[config.mk]
export PLATFORM = sky130hd
export DESIGN_NAME = gpx_core
export DESIGN_NICKNAME = d
export VERILOG_FILES = /design/src/rtl/gpx_pkg.sv /design/src/rtl/gpx_sync.sv /design/src/rtl/gpx_port.sv /design/src/rtl/gpx_core.sv
export SDC_FILE = /design/constraint.sdc
export NUM_CORES = 1
export LEC_CHECK = 0
export ABC_AREA = 1
export BUFFER_PORTS_ARGS = -buffer_cell sky130_fd_sc_hd__buf_2
export CORE_MARGIN = 3
export CORE_UTILIZATION = 51
export DETAILED_ROUTE_END_ITERATION = 7
export GPL_TIMING_DRIVEN = 0
export PLACE_DENSITY = 0.76
export SKIP_LAST_GASP = 1
export SYNTH_ARGS = -nofsm -noshare
export SYNTH_HDL_FRONTEND = slang
export SYNTH_SLANG_ARGS = --single-unit
[constraint.sdc]
create_clock -name clk_i -period 1.3 [get_ports clk_i]
set_clock_uncertainty 0.05 [all_clocks]
set_input_delay 0.195 -clock clk_i [delete_from_list [all_inputs] [get_ports clk_i]]
set_output_delay 0.195 -clock clk_i [all_outputs]
set_load 0.02 [all_outputs]
[src/rtl/gpx_pkg.sv]
package gpx_pkg;
  typedef enum logic [1:0] {
    REG_IN  = 2'd0,
    REG_OUT = 2'd1,
    REG_POL = 2'd2,
    REG_CFG = 2'd3
  } gpx_reg_e;
endpackage

[src/rtl/gpx_sync.sv]
module gpx_sync #(
  parameter int WIDTH  = 16,
  parameter int STAGES = 2
) (
  input  logic             clk_i,
  input  logic             rst_ni,
  input  logic [WIDTH-1:0] d_i,
  output logic [WIDTH-1:0] q_o
);
  logic [WIDTH-1:0] stage_q [STAGES];

  for (genvar s = 0; s < STAGES; s++) begin : g_stage
    always_ff @(posedge clk_i or negedge rst_ni) begin
      if (!rst_ni)     stage_q[s] <= '0;
      else if (s == 0) stage_q[s] <= d_i;
      else             stage_q[s] <= stage_q[(s > 0) ? s - 1 : 0];
    end
  end

  assign q_o = stage_q[STAGES-1];
endmodule

[src/rtl/gpx_port.sv]
module gpx_port
  import gpx_pkg::*;
#(
  parameter int W = 8
) (
  input  logic     clk_i,
  input  logic     rst_ni,
  input  logic     settled_i,
  input  logic [W-1:0] sync_i,
  input  logic     wr_i,
  input  logic     rd_i,
  input  logic     hit_i,
  input  gpx_reg_e reg_i,
  input  logic [W-1:0] wdata_i,
  output logic [W-1:0] rdval_o,
  output logic [W-1:0] out_o,
  output logic [W-1:0] oe_o,
  output logic [W-1:0] mism_o
);
  logic [W-1:0] in_q, out_q, pol_q, cfg_q;
  logic wr_hit, rd_in;

  assign wr_hit = wr_i && hit_i;
  assign rd_in  = rd_i && hit_i && (reg_i == REG_IN);

  always_ff @(posedge clk_i or negedge rst_ni) begin
    if (!rst_ni) begin
      out_q <= '1;
      pol_q <= '0;
      cfg_q <= '1;
    end else if (wr_hit) begin
      case (reg_i)
        REG_OUT: out_q <= wdata_i;
        REG_POL: pol_q <= wdata_i;
        REG_CFG: cfg_q <= wdata_i;
        default: ;
      endcase
    end
  end

  // track pins until synchronizer is primed, then latch on input reads only
  always_ff @(posedge clk_i or negedge rst_ni) begin
    if (!rst_ni)                   in_q <= '0;
    else if (!settled_i || rd_in)  in_q <= sync_i;
  end

  always_comb begin
    case (reg_i)
      REG_IN:  rdval_o = sync_i ^ pol_q;
      REG_OUT: rdval_o = out_q;
      REG_POL: rdval_o = pol_q;
      default: rdval_o = cfg_q;
    endcase
  end

  assign out_o  = out_q;
  assign oe_o   = ~cfg_q;
  assign mism_o = (sync_i ^ in_q) & cfg_q;

  a_r2_cfg_write: assert property (@(posedge clk_i) disable iff (!rst_ni)
    (wr_hit && reg_i == REG_CFG) |=> (oe_o == ~$past(wdata_i)));

  a_r3_in_write_ignored: assert property (@(posedge clk_i) disable iff (!rst_ni)
    (settled_i && wr_hit && reg_i == REG_IN && !rd_i) |=> (in_q == $past(in_q)));

  a_r8_read_recapture: assert property (@(posedge clk_i) disable iff (!rst_ni)
    (settled_i && rd_in) |=> (in_q == $past(sync_i)));
endmodule

[src/rtl/gpx_core.sv]
module gpx_core
  import gpx_pkg::*;
#(
  parameter int PORTS       = 2,
  parameter int PORT_W      = 8,
  parameter int SYNC_STAGES = 2,
  localparam int PINS   = PORTS * PORT_W,
  localparam int PSEL_W = $clog2(PORTS),
  localparam int CMD_W  = PSEL_W + 2,
  localparam int CNT_W  = $clog2(SYNC_STAGES + 2)
) (
  input  logic              clk_i,
  input  logic              rst_ni,
  input  logic [CMD_W-1:0]  cmd_i,
  input  logic              wr_i,
  input  logic [PORT_W-1:0] wdata_i,
  input  logic              rd_i,
  output logic [PORT_W-1:0] rdata_o,
  input  logic [PINS-1:0]   pin_i,
  output logic [PINS-1:0]   pin_o,
  output logic [PINS-1:0]   pin_oe_o,
  output logic              int_no
);
  localparam logic [CNT_W-1:0] SETTLE = CNT_W'(SYNC_STAGES + 1);

  logic [PINS-1:0]   pin_sync, mism;
  logic [PSEL_W-1:0] psel;
  gpx_reg_e          rsel;
  logic [CNT_W-1:0]  settle_cnt;
  logic              settled;
  logic [PORT_W-1:0] rdval [PORTS];

  assign psel = cmd_i[PSEL_W-1:0];
  assign rsel = gpx_reg_e'(cmd_i[CMD_W-1:PSEL_W]);

  gpx_sync #(.WIDTH(PINS), .STAGES(SYNC_STAGES)) u_sync (
    .clk_i, .rst_ni, .d_i(pin_i), .q_o(pin_sync)
  );

  always_ff @(posedge clk_i or negedge rst_ni) begin
    if (!rst_ni)               settle_cnt <= '0;
    else if (settle_cnt != SETTLE) settle_cnt <= settle_cnt + 1'b1;
  end
  assign settled = (settle_cnt == SETTLE);

  for (genvar p = 0; p < PORTS; p++) begin : g_port
    gpx_port #(.W(PORT_W)) u_port (
      .clk_i,
      .rst_ni,
      .settled_i(settled),
      .sync_i   (pin_sync[p*PORT_W +: PORT_W]),
      .wr_i,
      .rd_i,
      .hit_i    (psel == PSEL_W'(p)),
      .reg_i    (rsel),
      .wdata_i,
      .rdval_o  (rdval[p]),
      .out_o    (pin_o[p*PORT_W +: PORT_W]),
      .oe_o     (pin_oe_o[p*PORT_W +: PORT_W]),
      .mism_o   (mism[p*PORT_W +: PORT_W])
    );
  end

  always_ff @(posedge clk_i or negedge rst_ni) begin
    if (!rst_ni)   rdata_o <= '0;
    else if (rd_i) rdata_o <= rdval[psel];
  end

  assign int_no = ~(settled && (|mism));

  a_r6_int_masked_until_settled: assert property (@(posedge clk_i) disable iff (!rst_ni)
    !settled |-> int_no);

  a_r10_outputs_never_interrupt: assert property (@(posedge clk_i) disable iff (!rst_ni)
    (pin_oe_o == '1) |-> int_no);
endmodule

Yosys cells after proc, flatten, opt, wreduce, memory -nomap -nowiden
Cells that the tools add are included.
Storage, ports and cells
  output and inout port bits: 41
  bits in registers: 106
  logic and storage cells: 53
Cells by class
  equal/unequal tests: 5
  multiplexer cells: 5
  bitwise logic cells: 11
  reductions and logical operators: 18
  order comparisons: 1
  $add $sub $neg: 1
Operators by type and width (count)
  $pmux 8 s3: 2
  $xor 8x8->8: 4
  $mux 8: 3
  $and 8x8->8: 2
  $not 8->8: 2
  $reduce_or 16->1: 1
  $reduce_and 2->1: 6
  $logic_and 1x1->1: 7
  $eq 2x2->1 const B: 3
  $add 2x1->2 const B: 1
  $eq 2x1->1 const B: 1
  $ge 2x2->1 const B: 1
  $logic_not 2->1: 1
  $logic_or 1x1->1: 2
  $ne 2x2->1 const B: 1
  $not 1->1: 2
  $not 1->2: 1
  $logic_not 1->1: 1

Logic depth before layout (Yosys ltp)
Gate-level depths: netlist of the first run.
  depth after elaboration: 5
  depth in mapped cells: 9

Modules after synthesis
From an unflattened synthesis of the first run, not the netlist that was laid out.
Second synthesis, totals
  cells, all modules: 599
  area total of the unflattened synthesis: 5288.8 um2
By module, submodules not included
  gpx_port: times used 2, seq. area each 820.8 um2, area an instance 1909.3 um2, cells an instance 243
  gpx_sync: times used 1, seq. area each 800.8 um2, area an instance 920.9 um2, cells an instance 48
  gpx_core: times used 1, seq. area each 250.2 um2, area an instance 549.3 um2, cells an instance 65

Worst setup path before layout of the first run
No wires, ideal clock.
  path type: register to register
  start point: register settle_cnt[0]
  end point: register g_port[0].u_port.in_q[0]
  library setup time: 125 ps
  cell stages (with the launch flop): 4
  data arrival time: 1104 ps
  period minus slack after synthesis: 1278 ps
  path buffers: 0
  setup slack: 22 ps
  path through: dfrtp_1 -> ha_1 -> nand2_2 -> mux2_2
On the way
  word-level cells in the longest chain between the ends: 3
Ends and longest elaborated chain
  from (decl): RTL line gpx_core.sv:29  | logic [CNT_W-1:0] settle_cnt;
  from (signal assigned): RTL line gpx_core.sv:42  | else if (settle_cnt != SETTLE) settle_cnt <= settle_cnt + 1'b1;
  $eq 2x2->1: RTL line gpx_core.sv:44  | assign settled = (settle_cnt == SETTLE);
  $logic_not 1->1: RTL line gpx_port.sv:44  | else if (!settled_i || rd_in) in_q <= sync_i;
  $logic_or 1x1->1: RTL line gpx_port.sv:44
  to (signal assigned): RTL line gpx_port.sv:44
  to (decl): RTL line gpx_port.sv:20  | logic [W-1:0] in_q, out_q, pol_q, cfg_q;
Every way passes these cells.
A chain may end at the register's enable or synchronous reset.

Worst setup path after layout of the first run
  start point: register g_port[1].u_port.cfg_q[5]
  end point: output port int_no
On the way
  word-level cells in the longest chain between the ends: 4
Ends and longest elaborated chain
  from (decl): RTL line gpx_port.sv:20
  from (signal assigned): RTL line gpx_port.sv:35  | REG_CFG: cfg_q <= wdata_i;
  $and 8x8->8: RTL line gpx_port.sv:58  | assign mism_o = (sync_i ^ in_q) & cfg_q;
  $reduce_or 16->1: RTL line gpx_core.sv:69  | assign int_no = ~(settled && (|mism));
  $logic_and 1x1->1: RTL line gpx_core.sv:69
  $not 1->1: RTL line gpx_core.sv:69
  to (decl): RTL line gpx_core.sv:22  | output logic int_no
Every way passes these cells.

==> impl_summary.md, run 1 <==
Status
The flow ran to the end, but the final reports show violations. The final reports fail on setup timing.

Critical path
The category of the most critical setup path is reg2out. The maximum fanout count along the critical path is 2. The critical path endpoint category is a primary output. The highest-delay cell along the critical path is dfstp_2. STA classifies the critical path startpoint as a flop. For the worst setup path, the data arrival time is 1550 ps.

The stage delay of the slowest cell on the critical path is 550 ps. The data required time of the critical path is around 1100 ps. The critical path goes through nand2_1 -> nor2_1 -> nor2_1 -> nand2_1 -> nor2_2 -> nand2_2 -> nand2_2 -> buf_6.

STA
The post-route fraction of the period consumed by the critical path is 138.4%. The hold violation count in the final report is 0. The number of max-slew violations in the final report came to 0. For the finished layout, the period the worst path requires is about 1800 ps. The post-layout worst setup margin is -498.7 ps. The worst slew margin relative to its limit is between 60% and 70%. The transition time at the pin with the least slew margin is roughly 540 ps.

The achievable frequency is 0.5559 GHz. The final-report setup violation count is 20. The summed negative setup slack over all endpoints is -1252 ps. Setup repair after global routing could not meet its margin everywhere.

Final layout
The antenna diode count is 0. In the final design database the tool counted about 700 nets. The count of fill cells added during filler insertion is 720. The area growth from synthesis to layout is 29.85%. The fraction of layout cells with a size suffix above 1 is between 30% and 40%.

The finished cells cover between 6000 and 7000 um^2.

Clocking
The clock latency of the later-clocked register in the worst-skew pair is about 360 ps. In this run, CTS created clock tree buffers numbering 9. TritonCTS built the clock tree. The number of sinks driven by the clock tree is approximately 110. In this run the number of H-tree levels came out at 3. The maximum buffer depth of the clock tree is 2. In this run the clock root is driven by a clkbuf_8. The register clock-pin slew on the reported worst setup and hold paths is 100 ps.

Placed design
The placer's final routability congestion estimate is about 0.88. The half-perimeter wire length after detailed placement is between 8 and 9 mm. After detailed placement, the total cell area comes to between 5000 and 6000 um^2. Port buffering added 71 buffers.

Routing
The per-cell via count in the routed design is 5.281. After detailed routing, the wire length on met1 is about 4.9 mm. In this run the remaining antenna-violating nets after routing total 0. The first detailed-routing pass took 5 iterations. The top routing layer in use is met4. The detailed-route wire length per cell is 14.92 um. The routed layout has 4135 vias.

The met3 routed wirelength is roughly 980 um. The number of DRC markers in iteration 0 is 284. The routed length on met2 is about 5.6 mm.

In the routed design, unresolved DRC markers number 0. Wires add up to between 10 and 15 mm.

Global route
The first global-routing pass estimated 19.06 mm of wire. The overflow left after global routing is 0. Entering global routing, the biggest net connects about 60 pins. In the global route stage, overall resource usage came out at 23.97%. The via count of the first global-routing pass came to 3970. The number of antenna violations at the first check in global routing is 0.

Job
The tool flagged a number of max-cap violations equal to 0.

Power
The static leakage is slightly below 3 nW. Dividing total power by cell area gives a power density of around 1400 nW/um^2. Summed over all nets, the switching power comes to 2.739 mW. The share of total power in combinational logic is approximately 27%. The cell-internal power is a little under 6 mW. The part of the total power dissipated in sequential elements is around half. The switching fraction of total power is between 30% and 40%. The peak supply drop is roughly 870 uV.

The clock network is responsible for between 20% and 30% of the overall power.

Min path
The kind of path behind the tightest hold check is in2reg.

Synthesis
The count of synthesis-stage warnings from yosys is 0. Sequential cells were found to cover between 50% and 60% of the synthesized design area. After Yosys synthesis, and, or, nand and nor cells account for approximately a fifth of the synthesized area.

After synthesis, the largest family of logic cells by area is simple AND/OR/NAND/NOR gates. The number of nets produced by synthesis is 570. The synthesized-area fraction occupied by xor and xnor cells is less than 1%.

The register bit count reported by yosys is 106. The number of unique standard cell types used by synthesis is 22. The adder-cell share of the synthesized area is 0.2697%.

After technology mapping, the gate count stands at 538. The area fraction in compound gates after synthesis is 12.49%. The multiplexer fraction of the synthesized cell area is 0.9709%. After synthesis the cells add up to 4639 um^2. The mean cell area of the mapped netlist is between 8 and 9 um^2.

Floorplan
The initial utilization of the core area, before any placement, comes to 52.94%. The width of the chip is between 100 and 150 um. The height of the die is 101.4 um.

The core region is roughly 8800 um^2. around 70 I/O pins were placed. The area enclosed by the die boundary is between 10000 and 15000 um^2. The number of rows in the core area is 34.
metal layers:
layer,vias to the layer above,global-route usage (%)
met5,-,0
met4,0,7.669
met3,20,6.336
met2,171,38.38
met1,1967,32.04
li1,1977,-
critical path, delay by kind of cell (launching register included):
family / cells / cell delay (ps)
flops: 1 / 550
simple gates: 7 / 510
buf+inv: 1 / 130
power groups by stage:
stage          Sequential, mW  Combinational, mW  Clock (mW)
5_1_grt                  4.38               2.55        2.19
3_5_place_dp             4.35               1.73           0
3_3_place_gp             4.32               1.67           0
4_1_cts                  4.28               2.14        2.02
2_1_floorplan            4.42              0.980           0
6_report                 4.31               2.31        1.99
synth_stat cells:
master,count,area [um^2]
a21oi_1,23,115.1
buf_2,7,35.03
buf_4,5,37.54
clkbuf_1,3,11.26
dfrtp_1,74,1852
dfstp_2,32,840.8
ha_1,1,12.51
inv_1,61,229.0
inv_2,2,7.510
mux2_2,4,45.04
nand2_1,159,596.8
nand2_2,4,25.02
nand3_1,31,155.2
nor2_1,38,142.6
nor2_2,3,18.77
nor2_4,1,11.26
o211ai_1,11,82.58
o21ai_0,53,265.3
o21ai_1,19,95.09
o31ai_4,1,21.27
or2_2,5,31.28
xnor2_1,1,8.760
timing repair:
| item | CTS | global route |
|---|---|---|
| hold endpoints to repair | 58 | 0 |
| pin swaps | 5 | 9 |
| endpoints found under the setup margin | 49 | 72 |
| resized for setup | 56 | 42 |
| buffers inserted | 22 | 11 |
| hold buffers | 18 | 0 |
layout make-up:
cell class | count | area (um^2) | share of cell area [%]
buffer | 13 | 80.08 | 1.329
clock buffer | 12 | 135.1 | 2.243
clock inverter | 4 | 52.55 | 0.8723
inverter | 63 | 236.5 | 3.925
multi-input combinational | 354 | 1669 | 27.71
sequential | 106 | 2694 | 44.71
tap | 108 | 135.1 | 2.243
timing repair buffer | 123 | 1022 | 16.97
kinds of logic after synthesis:
kind of cell	Yosys count
xor+xnor	1
fa+ha+maj	1
buf+inv	78
simple gates	241
mux	4
flops	106
compound gates	107
state kept, by name (all words and copies together), names as in the netlist:
name                 flops
g_port.u_port.cfg_q     16
g_port.u_port.in_q      16
g_port.u_port.out_o     16
g_port.u_port.pol_q     16
u_sync.q_o              16
u_sync.stage_q          16
rdata_o                  8
settle_cnt               2
through the flow:
step,utilization [%],setup WS [ps],cells,power (mW),hold WS [ps]
3_5_place_dp,58.88,-298.4,718,6.088,254.3
5_1_grt,68.75,-627.0,783,9.114,5.917
3_3_place_gp,58.54,-1111,717,5.994,252.7
2_1_floorplan,-,21.72,538,5.404,-150.6
6_report,68.75,-498.7,783,8.615,3.693
4_1_cts,66.63,-503.4,774,8.435,2.014
cells in the final DEF (no fill, tap or decap), types with 11 or more instances in the layout:
cell type and count:
dfstp_2 32, buf_6 36, o21ai_1 22, o21ai_0 50, o211ai_1 11, inv_1 45, buf_4 34, nor2_1 36
nand2_1 157, a21oi_1 23, inv_2 18, nand3_1 29, dlygate4sd3_1 18, dfrtp_1 73, buf_2 46
path summary, 6_finish.rpt:
| kind | startpoint | to | slack, ps | cells after the start |
|---|---|---|---|---|
| max | g_port[1].u_port.cfg_q[5] | int_no | -500 | 8 |
| min | wdata_i[0] | g_port[1].u_port.cfg_q[0] | 4 | 3 |
| max reg2reg | u_sync.q_o[8] | rdata_o[0] | 30 | 6 |
| min reg2reg | u_sync.stage_q[16] | u_sync.q_o[0] | 310 | 0 |
| max in group asynchronous | rst_ni | g_port[1].u_port.out_o[7] | 210 | 3 |
| min in group asynchronous | rst_ni | g_port[0].u_port.in_q[0] | 300 | 2 |
(Power assumes the default switching activity.)
==> inputs of run 2 (changes only) <==
Settings changed: SETUP_SLACK_MARGIN from default to 0.5.
==> impl_summary.md, run 2 (synthesis results as in run 1) <==
Floorplan
Row generation in the floorplan step produced 34 rows. The region available for standard cell placement spans 8763 um^2. Pin placement for this block handled between 70 and 80 I/O pins. The die is between 100 and 150 um wide. The die covers around 10000 um^2. The initial core utilization is a little over half. The die is a little over 100 um tall.

Status
The flow ran to the end, but the final reports show violations. The checks that failed: hold timing, setup timing.

Critical path
The category of the most critical setup path is reg2out. For flop-to-flop paths, the worst setup slack is -20 ps. The worst setup path is captured at a primary output.

The launch point of the worst reg-to-reg path is settle_cnt[0]. The number of cell instances on the worst register-to-register path is 6. The maximum fanout count along the critical path is 3. The data required time of the critical path is roughly 1100 ps.

The critical path startpoint category is a flop. For the worst setup path, the data arrival time is between 1500 and 2000 ps. In this run the critical register-to-register path is captured at g_port[1].u_port.in_q[6].

Power
The total power per unit cell area is 1332 nW/um^2. The design draws between 9 and 10 mW. The switching fraction of total power is approximately a third. Per report_power, the combinational group accounts for 32.8% of the total.

The cell-internal power is 6.541 mW. For this design the static power due to leakage is approximately 3.5 nW. The relative contribution of the clock network to total power is between 20% and 30%. The net switching component of the power is 3.033 mW. Sequential cells account for about 46% of the total power. The peak supply drop is about 800 uV.

STA
The worst path uses 139.6% of the clock period. Setup repair after global routing could not meet its margin everywhere. After layout, the minimum clock period comes to around 1800 ps.

Measured against its own limit, the worst slew margin works out to between 60% and 70%. The number of max-slew violations in the final report is 0. Hold timing on the final database bottoms out at a slack of -262.0 ps. Setup violations remaining at the end of the flow were counted as 26.

The transition time at the pin with the least slew margin is 529.0 ps. Based on the critical path, the design can be clocked at up to about 0.55 GHz. In the post-route analysis, the smallest setup slack over all paths is -515.4 ps.

The hold violation count in the final report is 39.

Min path
The kind of path behind the tightest hold check is in2async.

Final layout
Compared with the post-synthesis result, the final layout area differs by 54.91%. The most common library cell in the layout ignoring fill and taps is nand2_1. Summing all multi-input logic gate instances after layout gives roughly 2000 um^2. The post-layout instance count excluding filler cells is approximately 840.

0 antenna diodes ended up in the layout. In the layout the commonest cells are 135 x nand2_1, 93 x buf_6, 72 x dfrtp_1, 40 x o21ai_1, 38 x inv_1. The post-route netlist has a little under half of its cells at a drive strength greater than 1.

The count of fill cells added during filler insertion is slightly above 500. Across the whole layout, storage elements account for 2695 um^2. The net count of the finished layout is around 760.

Clocking
The register clock-pin slew on the reported worst setup and hold paths is roughly 90 ps. The clock tree root driver cell is clkbuf_8. For this design, the sink count on the clock tree is about 110. The TritonCTS clock tree is done. The maximum level of the CTS H-tree is 3. The number of CTS-inserted buffers is 9.

The maximum buffer depth of the clock tree is 2. The count of hold-fix buffers inserted at cts is 24. The clock latency of the later-clocked register in the worst-skew pair is approximately 360 ps.

Placed design
The total of buffers placed on input and output ports is between 70 and 80. The placer's final routability congestion estimate is ~0.9. Detailed placement ended at an HPWL of ~8.4 mm.

After detailed placement, the design holds a cell count of 718.

Routing
The count of unresolved DRC violations after routing is 0. The routed layout has between 4000 and 5000 vias. The first detailed-routing pass took 5 iterations. After detailed routing, the number of vias per cell comes to 5.366.

The total wire length after detailed routing is ~14 mm. The count of nets left with antenna violations once routing finished came out at 0. The detailed-route wire length per cell is between 15 and 20 um. The first routing iteration left between 300 and 400 violations.

Global route
The total global routing track utilization is 26.31%. The largest net degree at the start of global routing is 58. The first global-routing pass estimated between 20 and 25 mm of wire. The number of antenna violations at the first check in global routing is 0. The overflow left after global routing is 0. The via count of the first global-routing pass is 4329.

Job
The number of max-cap violations is 0.
## run 2: changes by cell type in the layout (fill, tap and decap cells not counted), moves of 12 or more
cell     change
buf_2       -12
buf_6       +57
nand2_1     -22
nand2_2     +15
o21ai_0     -36
o21ai_1     +18
o21ai_2     +18
## run 2: power by group through the flow
stage	combinational, mW	sequential [mW]	clock [mW]
after floorplan	1.10	4.45	0
after global placement	1.80	4.35	0
after detailed placement	1.86	4.38	0
after CTS	2.55	4.34	2.09
after global routing	3.40	4.42	2.22
final	3.14	4.37	2.06
## run 2: how the worst max path moves through the flow
stage	start	to	slack, ps	depth (start not counted)
after floorplan	u_sync.q_o[4]	int_no	140	9
after global placement	rst_ni	u_sync.stage_q[30]	-1120	1
after detailed placement	rd_i	g_port[0].u_port.in_q[0]	-200	6
after CTS	g_port[1].u_port.cfg_q[5]	int_no	-500	8
after global routing	u_sync.q_o[12]	int_no	-610	9
final	u_sync.q_o[15]	int_no	-520	8
## run 2: area by class of cell
cell class                      instances  area share [%]
Multi-Input combinational cell        354           27.98
Inverter                               63           3.569
Tap cell                              108           1.880
Clock inverter                          2          0.4875
Buffer                                 15           2.437
Clock buffer                           14           2.263
Sequential cell                       106           37.50
Timing Repair Buffer                  180           23.89
## run 2: timing repair
action | in CTS | in global routing
cloned | 2 | 1
endpoints found under the setup margin | 114 | 126
hold endpoints to repair | 63 | 39
buffers inserted | 40 | 41
pin swaps | 24 | 23
resized for setup | 128 | 94
## run 2: metal layers
layer  part of all wire [%]  track usage (%)
met1                     40            33.88
met2                     51            44.27
met3                    6.4            5.647
met4                    2.4            8.998
met5                      0                0
## run 2: worst max-delay path: stages (launching register included)
cell and delay [ps]:
dfrtp_1 430, nor2_1 130, nor2_1 60, nor2_1 110, nand2_1 100, nor2_2 110
nand2_1 90, nand2_2 70, buf_6 110
## run 2: metrics by stage
step / util [%] / setup TNS, ps / area (um^2) / worst slack, ps / hold WS [ps]
after floorplan: - / 0 / 4901 / 137.1 / -150.6
after global placement: 61.52 / -103730 / 5391 / -1115 / 252.4
after detailed placement: 61.86 / -3824 / 5421 / -201.1 / 254.3
after CTS: 74.89 / -1731 / 6563 / -502.9 / -144.2
after global routing: 82.01 / -3186 / 7187 / -614.1 / -246.8
final: 82.01 / -1750 / 7187 / -515.4 / -262.0
